**config.mk**
```make
export PLATFORM = sky130hd
export DESIGN_NAME = bclk_fsync_gen
export DESIGN_NICKNAME = d
export VERILOG_FILES = /design/src/rtl/bfg_pkg.sv /design/src/rtl/bfg_tick_src.sv /design/src/rtl/bfg_clk_div.sv /design/src/rtl/bfg_frame_gen.sv /design/src/rtl/bclk_fsync_gen.sv
export SDC_FILE = /design/constraint.sdc
export NUM_CORES = 1
export LEC_CHECK = 0
export BUFFER_PORTS_ARGS = -buffer_cell sky130_fd_sc_hd__buf_2
export CORE_ASPECT_RATIO = 1.1
export CORE_MARGIN = 2
export CORE_UTILIZATION = 33
export CTS_BUF_LIST = sky130_fd_sc_hd__clkbuf_2
export DETAILED_ROUTE_END_ITERATION = 12
export PLACE_DENSITY = 0.51
export RECOVER_POWER = 100
export SETUP_SLACK_MARGIN = 0.05
export SLEW_MARGIN = 20
export SYNTH_ARGS = -nofsm -noshare
export SYNTH_HDL_FRONTEND = slang
export SYNTH_SLANG_ARGS = --single-unit
```
**constraint.sdc**
```tcl
create_clock -name clk_i -period 5.75 [get_ports clk_i]
set_input_delay 0 -clock clk_i [delete_from_list [all_inputs] [get_ports clk_i]]
set_output_delay 0 -clock clk_i [all_outputs]
set_load 0.02 [all_outputs]
```
**src/rtl/bfg_pkg.sv**
```systemverilog
package bfg_pkg;
  localparam int DIV_W = 8;
  localparam int WID_W = 8;
  localparam int PER_W = 12;
  localparam int CFG_W = DIV_W + WID_W + PER_W + 4;

  // Field order sets the bit positions of the configuration word (MSB first).
  typedef struct packed {
    logic             ck_inv;   // 31: bit clock inverted
    logic             fs_low;   // 30: frame sync active low
    logic             int_src;  // 29: 1 = input clock, 0 = external pin
    logic             cont;     // 28: continuous frame sync
    logic [PER_W-1:0] per;      // 27:16 frame period - 1
    logic [WID_W-1:0] wid;      // 15:8  pulse width - 1
    logic [DIV_W-1:0] div;      // 7:0   divider - 1
  } cfg_t;
endpackage

```
**src/rtl/bfg_tick_src.sv**
```systemverilog
module bfg_tick_src #(
  parameter int SYNC_STAGES = 2
) (
  input  logic clk_i,
  input  logic rst_ni,
  input  logic ext_clk_i,
  input  logic int_src_i,
  output logic tick_o
);
  localparam int SR_W = SYNC_STAGES + 1;

  logic [SR_W-1:0] sr_q, sr_d;

  always_comb begin
    sr_d = {sr_q[SR_W-2:0], ext_clk_i};
  end

  always_ff @(posedge clk_i or negedge rst_ni) begin
    if (!rst_ni) sr_q <= '0;
    else         sr_q <= sr_d;
  end

  // One tick per synchronized rising edge, or every cycle on the input clock.
  assign tick_o = int_src_i | (sr_q[SR_W-2] & ~sr_q[SR_W-1]);
endmodule

```
**src/rtl/bfg_clk_div.sv**
```systemverilog
module bfg_clk_div #(
  parameter int DIV_W = 8
) (
  input  logic             clk_i,
  input  logic             rst_ni,
  input  logic             run_i,
  input  logic             tick_i,
  input  logic [DIV_W-1:0] div_i,
  output logic             bclk_q_o,
  output logic             rise_o
);
  logic [DIV_W-1:0] cnt_q, cnt_d, cnt_inc;
  logic [DIV_W:0]   half;
  logic             bclk_q, bclk_d, wrap, zero_div;

  always_comb begin
    half     = ({1'b0, div_i} + 1'b1) >> 1;
    zero_div = (div_i == '0);
    wrap     = (cnt_q >= div_i);
    cnt_inc  = wrap ? '0 : cnt_q + 1'b1;
    cnt_d    = cnt_q;
    bclk_d   = bclk_q;
    rise_o   = 1'b0;
    if (!run_i) begin
      cnt_d  = div_i;           // first tick after enable wraps to zero
      bclk_d = 1'b0;
    end else if (tick_i) begin
      cnt_d  = cnt_inc;
      rise_o = (cnt_inc == '0);
      bclk_d = zero_div ? 1'b1 : ({1'b0, cnt_inc} < half);
    end else if (zero_div) begin
      bclk_d = 1'b0;
    end
  end

  always_ff @(posedge clk_i or negedge rst_ni) begin
    if (!rst_ni) begin
      cnt_q  <= '0;
      bclk_q <= 1'b0;
    end else begin
      cnt_q  <= cnt_d;
      bclk_q <= bclk_d;
    end
  end

  assign bclk_q_o = bclk_q;
endmodule

```
**src/rtl/bfg_frame_gen.sv**
```systemverilog
module bfg_frame_gen #(
  parameter int PER_W = 12,
  parameter int WID_W = 8
) (
  input  logic             clk_i,
  input  logic             rst_ni,
  input  logic             run_i,
  input  logic             brise_i,
  input  logic             cont_i,
  input  logic [PER_W-1:0] per_i,
  input  logic [WID_W-1:0] wid_i,
  output logic             fs_q_o
);
  localparam int CW = (PER_W > WID_W) ? PER_W : WID_W;

  logic [PER_W-1:0] cnt_q, cnt_d, cnt_inc;
  logic             act_q, act_d, pend_q, pend_d, run_q, fs_q, fs_d;
  logic             start, wrap;
  logic [CW-1:0]    inc_x, wid_x;

  always_comb begin
    start   = run_i & ~run_q;
    wrap    = (cnt_q >= per_i);
    cnt_inc = wrap ? '0 : cnt_q + 1'b1;
    inc_x   = CW'(cnt_inc);
    wid_x   = CW'(wid_i);
    cnt_d   = cnt_q;
    act_d   = act_q;
    pend_d  = pend_q;
    fs_d    = fs_q;
    if (!run_i) begin
      cnt_d  = '0;
      act_d  = 1'b0;
      pend_d = 1'b0;
      fs_d   = 1'b0;
    end else begin
      pend_d = pend_q | start;
      if (brise_i) begin
        if (act_q) begin
          if (wrap && !cont_i) begin
            act_d = 1'b0;
            fs_d  = 1'b0;
          end else begin
            cnt_d = cnt_inc;
            fs_d  = (inc_x <= wid_x);
          end
        end else if (pend_q || start) begin
          act_d  = 1'b1;
          pend_d = 1'b0;
          cnt_d  = '0;
          fs_d   = 1'b1;
        end
      end
    end
  end

  always_ff @(posedge clk_i or negedge rst_ni) begin
    if (!rst_ni) begin
      cnt_q  <= '0;
      act_q  <= 1'b0;
      pend_q <= 1'b0;
      run_q  <= 1'b0;
      fs_q   <= 1'b0;
    end else begin
      cnt_q  <= cnt_d;
      act_q  <= act_d;
      pend_q <= pend_d;
      run_q  <= run_i;
      fs_q   <= fs_d;
    end
  end

  assign fs_q_o = fs_q;
endmodule

```
**src/rtl/bclk_fsync_gen.sv**
```systemverilog
module bclk_fsync_gen
  import bfg_pkg::*;
#(
  parameter int SYNC_STAGES = 2
) (
  input  logic             clk_i,
  input  logic             rst_ni,
  input  logic             cfg_we_i,
  input  logic [CFG_W-1:0] cfg_wdata_i,
  input  logic             gen_en_i,
  input  logic             fs_en_i,
  input  logic             ext_clk_i,
  output logic             bclk_o,
  output logic             fsync_o
);
  cfg_t cfg_q, cfg_d;
  logic tick, brise, bclk_q, fs_q, pass_clk, bclk_raw;

  always_comb begin
    cfg_d = cfg_we_i ? cfg_t'(cfg_wdata_i) : cfg_q;
  end

  always_ff @(posedge clk_i or negedge rst_ni) begin
    if (!rst_ni) cfg_q <= '0;
    else         cfg_q <= cfg_d;
  end

  bfg_tick_src #(.SYNC_STAGES(SYNC_STAGES)) u_tick (
    .clk_i    (clk_i),
    .rst_ni   (rst_ni),
    .ext_clk_i(ext_clk_i),
    .int_src_i(cfg_q.int_src),
    .tick_o   (tick)
  );

  bfg_clk_div #(.DIV_W(DIV_W)) u_div (
    .clk_i   (clk_i),
    .rst_ni  (rst_ni),
    .run_i   (gen_en_i),
    .tick_i  (tick),
    .div_i   (cfg_q.div),
    .bclk_q_o(bclk_q),
    .rise_o  (brise)
  );

  bfg_frame_gen #(.PER_W(PER_W), .WID_W(WID_W)) u_frame (
    .clk_i  (clk_i),
    .rst_ni (rst_ni),
    .run_i  (gen_en_i & fs_en_i),
    .brise_i(brise),
    .cont_i (cfg_q.cont),
    .per_i  (cfg_q.per),
    .wid_i  (cfg_q.wid),
    .fs_q_o (fs_q)
  );

  // Divide-by-one on the input clock passes the clock itself through.
  assign pass_clk = cfg_q.int_src & (cfg_q.div == '0) & gen_en_i;
  assign bclk_raw = pass_clk ? clk_i : bclk_q;
  assign bclk_o   = bclk_raw ^ cfg_q.ck_inv;
  assign fsync_o  = fs_q ^ cfg_q.fs_low;
endmodule

```
; After elaboration in Yosys (flattened, before gate mapping)
; Cells that the tools add are included.
; Widths: inputs -> output; s select.
[totals]
register_bits = 60
inputBits = 38
output_inout_bits = 2
word_cells = 75
[op_classes]
addsub = 3
n_lt_le_gt_ge = 4
n_eq_ne = 5
mux = 30
n_bitwise = 11
n_reduce_logical = 7
[ops]
columns = operator, count
row1 = $mux 12, 6
row2 = $mux 8, 3
row3 = $mux 1, 21
row4 = $logic_not 8->1, 2
row5 = $add 12x1->12 const B, 1
row6 = $ge 12x12->1, 1
row7 = $le 12x8->1, 1
row8 = $add 8x1->9 const B, 1
row9 = $add 8x1->8 const B, 1
row10 = $ge 8x8->1, 1
row11 = $lt 8x8->1, 1
row12 = $ne 3x3->1 const B, 2
row13 = $and 1x1->1, 5
row14 = $ne 3x1->1 const B, 1
row15 = $reduce_and 3->1, 1
row16 = $ne 2x1->1 const B, 1
row17 = $ne 2x2->1 const B, 1
row18 = $not 1->1, 2
row19 = $or 1x1->1, 2
row20 = $reduce_and 2->1, 1
row21 = $xor 1x1->1, 2
row22 = $logic_and 1x1->1, 1
row23 = $logic_not 1->1, 1
row24 = $logic_or 1x1->1, 1

; Depth between registers and ports, before layout
; Gate-level depths: netlist (run 1).
[depth]
depth_word = 7
ltp_mapped = 16
ltp_nobuf = 15

; Hierarchy
; From an unflattened synthesis (run 1), not the netlist that was laid out.
[hier_totals]
hier_cells = 417
area_unflattened_um2 = 4250.3
[by_module_without_submodules]
columns = mod, n_inst, cells_each, area_per_inst_um2, seq_area_each_um2
row1 = bfg_frame_gen, 1, 183, 1506.4, 400.4
row2 = bclk_fsync_gen, 1, 80, 1420.1, 800.8
row3 = bfg_clk_div, 1, 149, 1237.4, 225.2
row4 = bfg_tick_src, 1, 5, 86.3, 75.1

==> summary.txt, run 1 <==
Area after DPL = 4170 µm²
WL final = 10,200 µm
Layout cells sized above 1 = 11.9%
Post-synthesis simple-gate area fraction = 18.3%
Synth area leaders = dfrtp_1 39%, ha_1 13%, nand2_1 4.9%, o21ai_0 4.8%, inv_1 3.4%
Largest family of logic cells by synthesized area = simple AND/OR/NAND/NOR gates
Post-synth EDFFs = 0
N_diodes = 0
Synthesis-stage register bit count = 60
Synth top area share = 39.2%
Mapped Cells = 421
Vias in the first global route = 3,720
Core ar. = 11,400 µm²
Number of remaining DRC errors = 0
Fin crit share = 68.6%
Post-synthesis sequential area ratio = 39.2%
GRT Util Overall = 18.3%
Drt pass-1 iters = 4
Initial Util = 33.6%
Hold slack = 31.6 ps
Fin Setup TNS = 0 ps
DR WL/cell = 14.4 µm
Latest clock arrival within the worst-skew pair = 630 ps
Post-CTS sizing = 0
Setup-failing EPs final = 0
Worst path top cell family by delay = compound AO/OA/AOI/OAI gates
Post-CTS Setup Inserts = 0
Non-filler instance count after layout = 703
Placed Instances = 597
Delay of the slowest cell on the worst path = 430 ps
Warnings, synthesis = 0
Row count = 41
Crit path time final = 3940 ps
Crit path max fanout = 13
Status = complete, but fails checks
CP bufs+invs = 1
DIE HEIGHT = 117 µm
Number of nets still failing antenna checks after routing = 0
Post-synthesis async set-or-reset flop share = 100%
RSZ-0062 raised after global routing = false
Setup Crit Path Kind = reg -> reg
Synth Area in XOR/XNOR = 4.81%
Adder-cell share of the synthesized area = 12.8%
GP Congestion = 0.874
Actual transition at the worst max-transition pin = 3340 ps
Max IR drop VDD = 0.000135 V
Remaining global-route overflow = 0
Slew HR = -123%
Startpoint types = flop
Synth Area in Compound Gates = 17.0%
Max-slew violation count = 61
Predominant post-synthesis flop cell = dfrtp_1
Final #Nets = 625
Detailed-route via count = 3,529
Syn-to-layout area delta = 33.7%
Clock transition at path regs = 170 ps
Die X = 107 µm
Count of unique library cells instantiated by Yosys = 52
Io pins = 40
First-pass GRT wire length = 17,600 µm
Avg Inst Size Synth = 9.09 µm²
Fill cells = 1,157
Crit. End Element = flop
Pwr dens = 201 nW/µm²
Min-Delay Path Class = in -> reg
DRT iter0 DRCs = 91
Max Cap Viol = 1
Full die area = 12,500 µm²
Cell area after synthesis = 3830 µm²
Crit path top cell by count = ha_1
CTS tree = yes
CP cell instances = inv_1 -> ha_1 -> nand2b_1 -> a2111o_1 -> a211o_1 -> and2_0 -> nor2_1 -> ha_1 -> nor2b_1 -> o21a_1 -> o21ai_0 -> a21oi_1 -> a2111oi_0 -> o22ai_1 -> a311oi_1
Worst path slowest cell = dfrtp_1
Final instance area = 5120 µm²
Maximum clock rate = 254 MHz
Area leader, netlist = dfrtp_1
Endpoints failing hold = 0
Vias per inst = 5.02
Hold-fix buffers at CTS = 87
Syn_nets = 498
Leakage dissipation = 2.37 nW
Post-synthesis mux area share = 2.84%
Hpwl dp = 6700 µm
PortBufs = 39
WP data required = 6280 ps
Failing checks = capacitance limit, slew limit
Pin count of the biggest net entering global routing = 61
Post-Route Skew = 38.2 ps
Crit path DAT = 4480 ps
Initial antenna violation count = 0
metrics by stage:
| step | setup slack (ps) | power [mW] | util (%) |
|---|---|---|---|
| after global placement | 2280 | 0.737 | 36.6 |
| after floorplan | 2280 | 0.663 | - |
| after detailed placement | 2170 | 0.742 | 36.6 |
| final | 1810 | 1.03 | 44.9 |
| after CTS | 2120 | 1.05 | 45.1 |
| after global routing | 1460 | 1.11 | 44.9 |
state kept, by name, indices dropped and copies added (netlist names):
signal	cells
u_frame.cnt_q	12
u_frame.fs_q_o	1
u_div.bclk_q_o	1
u_frame.pend_q	1
u_div.cnt_q	8
u_frame.act_q	1
cfg_q	32
u_frame.run_q	1
u_tick.sr_q	3
cell usage in the layout (no fill, tap or decap), types with 14 or more instances in the layout:
cell type      synthesis  layout
dlygate4sd3_1          0      87
dfrtp_1               60      60
nand2_1               50      50
ha_1                  39      39
o21ai_0               37      37
inv_1                 35      35
buf_2                  3      35
nor2_1                31      31
a21oi_1               17      17
clkbuf_2               0      16
xnor2_1               15      15
nand3_1               14      14
layout make-up:
type,count,area [µm²],share of cell area (%)
clock inverter,3,13.8,0.269
sequential,60,1500,29.3
inverter,35,131,2.57
multi-input combinational,311,2130,41.6
clock buffer,17,83.8,1.64
timing repair buffer,127,1070,20.9
tap,150,188,3.67
final timing paths:
check / startpoint / endpoint / slack (ps) / depth (start not counted)
worst max register to register: u_frame.cnt_q[0] / u_frame.fs_q_o / 1810 / 15
max in group asynchronous: rst_ni / u_frame.cnt_q[1] / 2750 / 3
worst min-delay path: cfg_we_i / cfg_q[6] / 30 / 4
min in group asynchronous: rst_ni / u_div.cnt_q[0] / 1090 / 3
worst min register to register: u_tick.sr_q[0] / u_tick.sr_q[1] / 380 / 0
worst max-delay path: u_frame.cnt_q[0] / u_frame.fs_q_o / 1810 / 15
synth_stat cells, types with 4 or more instances:
library cell and number:
nor4_1 4, a22o_1 5, o21a_1 7, nand4_1 6, nand2b_1 7, and3_1 5, a221o_1 5, o311ai_0 5
xor2_1 6, nor3_1 6, mux2_2 7, nand3_1 14, a21oi_1 17, ha_1 39, clkbuf_1 11, nor2b_1 5
and4_1 4, a21o_1 4, dfrtp_1 60, inv_1 35, nor2_1 31, xnor2_1 15, o21ai_0 37, nand2_1 50
power breakdown:
group	leakage (nW)	internal [mW]	switching [mW]	total [mW]
clock	0.0892	0.0791	0.176	0.255
sequential	0.750	0.456	0.0328	0.489
combinational	1.53	0.143	0.144	0.287
per-layer routing:
layer	GRT usage, %	part of all wire, %
met5	0	0
met3	3.71	2.6
met2	32.6	51
met1	20.3	43
met4	10.7	3.3
kinds of logic after synthesis:
| group | after synthesis |
|---|---|
| AO/OA/AOI/OAI | 97 |
| XOR/XNOR | 21 |
| adder cells (fa/ha/maj) | 39 |
| buffers and inverters | 50 |
| flip-flops | 60 |
| multiplexers | 10 |
| AND/OR/NAND/NOR | 144 |
tightest hold or removal path: stages:
cell and delay (ps):
buf_2 100, buf_4 280, nand2_1 130, o21ai_0 80
(Power assumes the default switching activity.)
==> inputs of run 2 (changes only) <==
Settings changed: PLACE_DENSITY 0.51 to 0.53.
Clock period 5.75 ns to 3.2 ns, I/O delays scaled along.
==> run 2 against run 1 <==
The flow finishes with violations (capacitance limit, slew limit, setup timing). Fmax is 22% higher. Worst hold slack better by 69 ps. Final cell count is 3.1% higher. Combinational power is 93% higher. First-iteration DRC count is 27% higher. Critical endpoint unchanged. Largest cell class unchanged.
==> summary.txt, run 2 (synthesized netlist as in run 1, its figures left out) <==
Latest clock arrival within the worst-skew pair = 630 ps
Total Power = 2.14 mW
Fin crit share = 101%
Crit. End Element = flop
CP bufs+invs = 1
Worst path top cell family by delay = compound AO/OA/AOI/OAI gates
Hold_sp = cfg_wdata_i[26]
Min-Delay Path Class = in -> reg
FF+latch area = 1500 µm²
Hpwl dp = 7430 µm
Crit path time final = 3220 ps
Crit path max fanout = 4
WL final = 10,700 µm
Setup Crit Path Kind = reg -> reg
Max-slew violation count = 51
Fill cells = 1,131
DIE HEIGHT = 117 µm
N_diodes = 0
Pin count of the biggest net entering global routing = 51
Detailed-route via count = 3,529
Remaining global-route overflow = 0
Syn-to-layout area delta = 40.3%
Max reg flops = 32
Hold Path Depth = 4
Commonest cells after routing, fill and taps aside = 69 x dlygate4sd3_1, 58 x dfrtp_1, 50 x nand2_1, 37 x ha_1
Placed Instances = 631
Footprint of the multi-input gates = 2200 µm²
Initial Util = 33.6%
Clock transition at path regs = 200 ps
Row count = 41
Crit path top cell by count = ha_4
Drt pass-1 iters = 4
Most common cell after layout, fill and taps aside = dlygate4sd3_1
Non-filler instance count after layout = 725
Slew HR = -29.0%
Fin worst setup slack = -23.5 ps
Number of nets still failing antenna checks after routing = 0
Final instance area = 5370 µm²
Failing checks = capacitance limit, slew limit, setup timing
Worst Hold Endpoint = cfg_q[26]
Setup-failing EPs final = 1
Leakage dissipation = 2.53 nW
Layout cells sized above 1 = 19.8%
Full die area = 12,500 µm²
Maximum clock rate = 310 MHz
Biggest register = cfg_q
Max IR drop VDD = 0.000166 V
Status = complete, but fails checks
CTS tree = yes
Worst path slowest cell = dfrtp_1
DRT iter0 DRCs = 116
Reg-to-Reg Start = u_frame.cnt_q[0]
CP Launch Point = u_frame.cnt_q[0]
Number of remaining DRC errors = 0
Largest regs = cfg_q: 32 flops, u_frame.cnt_q: 12 flops, u_div.cnt_q: 8 flops
Max Cap Viol = 1
Pwr dens = 398 nW/µm²
Delay of the slowest cell on the worst path = 430 ps
Core ar. = 11,400 µm²
Fin Setup TNS = -23.5 ps
RSZ-0062 raised after global routing = true
Worst r2r path cells = 15
Area after DPL = 4440 µm²
RR Endpoint = u_frame.fs_q_o
GP Congestion = 0.877
First-pass GRT wire length = 17,800 µm
Endpoints failing hold = 0
Vias in the first global route = 3,659
Io pins = 40
Initial antenna violation count = 0
DR WL/cell = 14.7 µm
WP data required = 3730 ps
PortBufs = 39
Startpoint types = flop
Actual transition at the worst max-transition pin = 1940 ps
R2R Setup Slk = -20 ps
Die X = 107 µm
GRT Util Overall = 18.7%
Post-Route Skew = 48.7 ps
Vias per inst = 4.87
CP cell instances = inv_2 -> ha_4 -> nand2b_4 -> a2111o_1 -> a211o_1 -> and2_4 -> nor2_4 -> ha_4 -> nor2b_4 -> o21a_1 -> o21ai_1 -> a21oi_1 -> a2111oi_2 -> o22ai_1 -> a311oi_1
Final #Nets = 647
Crit path DAT = 3750 ps
run 2: area by class of cell:
cell class / count / area share [%]
well taps: 150 / 3.50
repair buffers: 149 / 21.7
clock inverters: 6 / 2.07
flip-flops and latches: 60 / 28.0
multi-input cells: 311 / 40.9
clock buffers: 14 / 1.28
inverters: 35 / 2.45
run 2: power by group:
group / leakage (nW) / internal (mW) / switching (mW)
clock network: 0.118 / 0.373 / 0.343
logic: 1.66 / 0.268 / 0.287
registers: 0.748 / 0.820 / 0.0456
total: 2.53 / 1.46 / 0.676
run 2: per-layer routing:
layer	wire, µm	share of wire, %	vias to the layer above	global-route usage (%)
met5	0	0	-	0
met4	257	2.4	0	8.31
met3	286	2.7	16	4.10
met2	5460	51	54	33.4
met1	4670	44	1683	21.8
li1	-	-	1776	-
run 2: worst max-delay path by stage:
stage,endpoint,slack (ps),depth (start not counted)
detailed placement,u_frame.fs_q_o,-150,14
floorplan,u_frame.fs_q_o,-50,16
global route,u_frame.fs_q_o,-190,15
global placement,u_frame.fs_q_o,-20,15
finish,u_frame.fs_q_o,-20,15
CTS,u_frame.fs_q_o,-30,15
run 2: worst reg2reg max path, cell delays in order, from the launching register on:
cell	delay, ps
dfrtp_1	430
inv_2	80
ha_4	200
nand2b_4	130
a2111o_1	360
a211o_1	290
and2_4	170
nor2_4	140
ha_4	220
nor2b_4	120
o21a_1	160
o21ai_1	120
a21oi_1	90
a2111oi_2	250
o22ai_1	140
a311oi_1	250
run 2: per-stage QoR:
stage	util [%]	worst slack, ps	hold slack [ps]
after detailed placement	39.0	-149	111
final	47.1	-23.5	100
after CTS	47.2	-31.9	0.260
after global placement	39.0	-24.8	110
after global routing	47.1	-189	61.2
after floorplan	-	-51.3	-296
run 2: repair_timing:
item                                    in CTS  in global routing
pin swaps                                   11                  1
hold buffers                                69                  0
buffers inserted                             5                  1
endpoints found under the hold margin       82                  0
gates resized for setup                      7                  4
endpoints found under the setup margin       1                  2
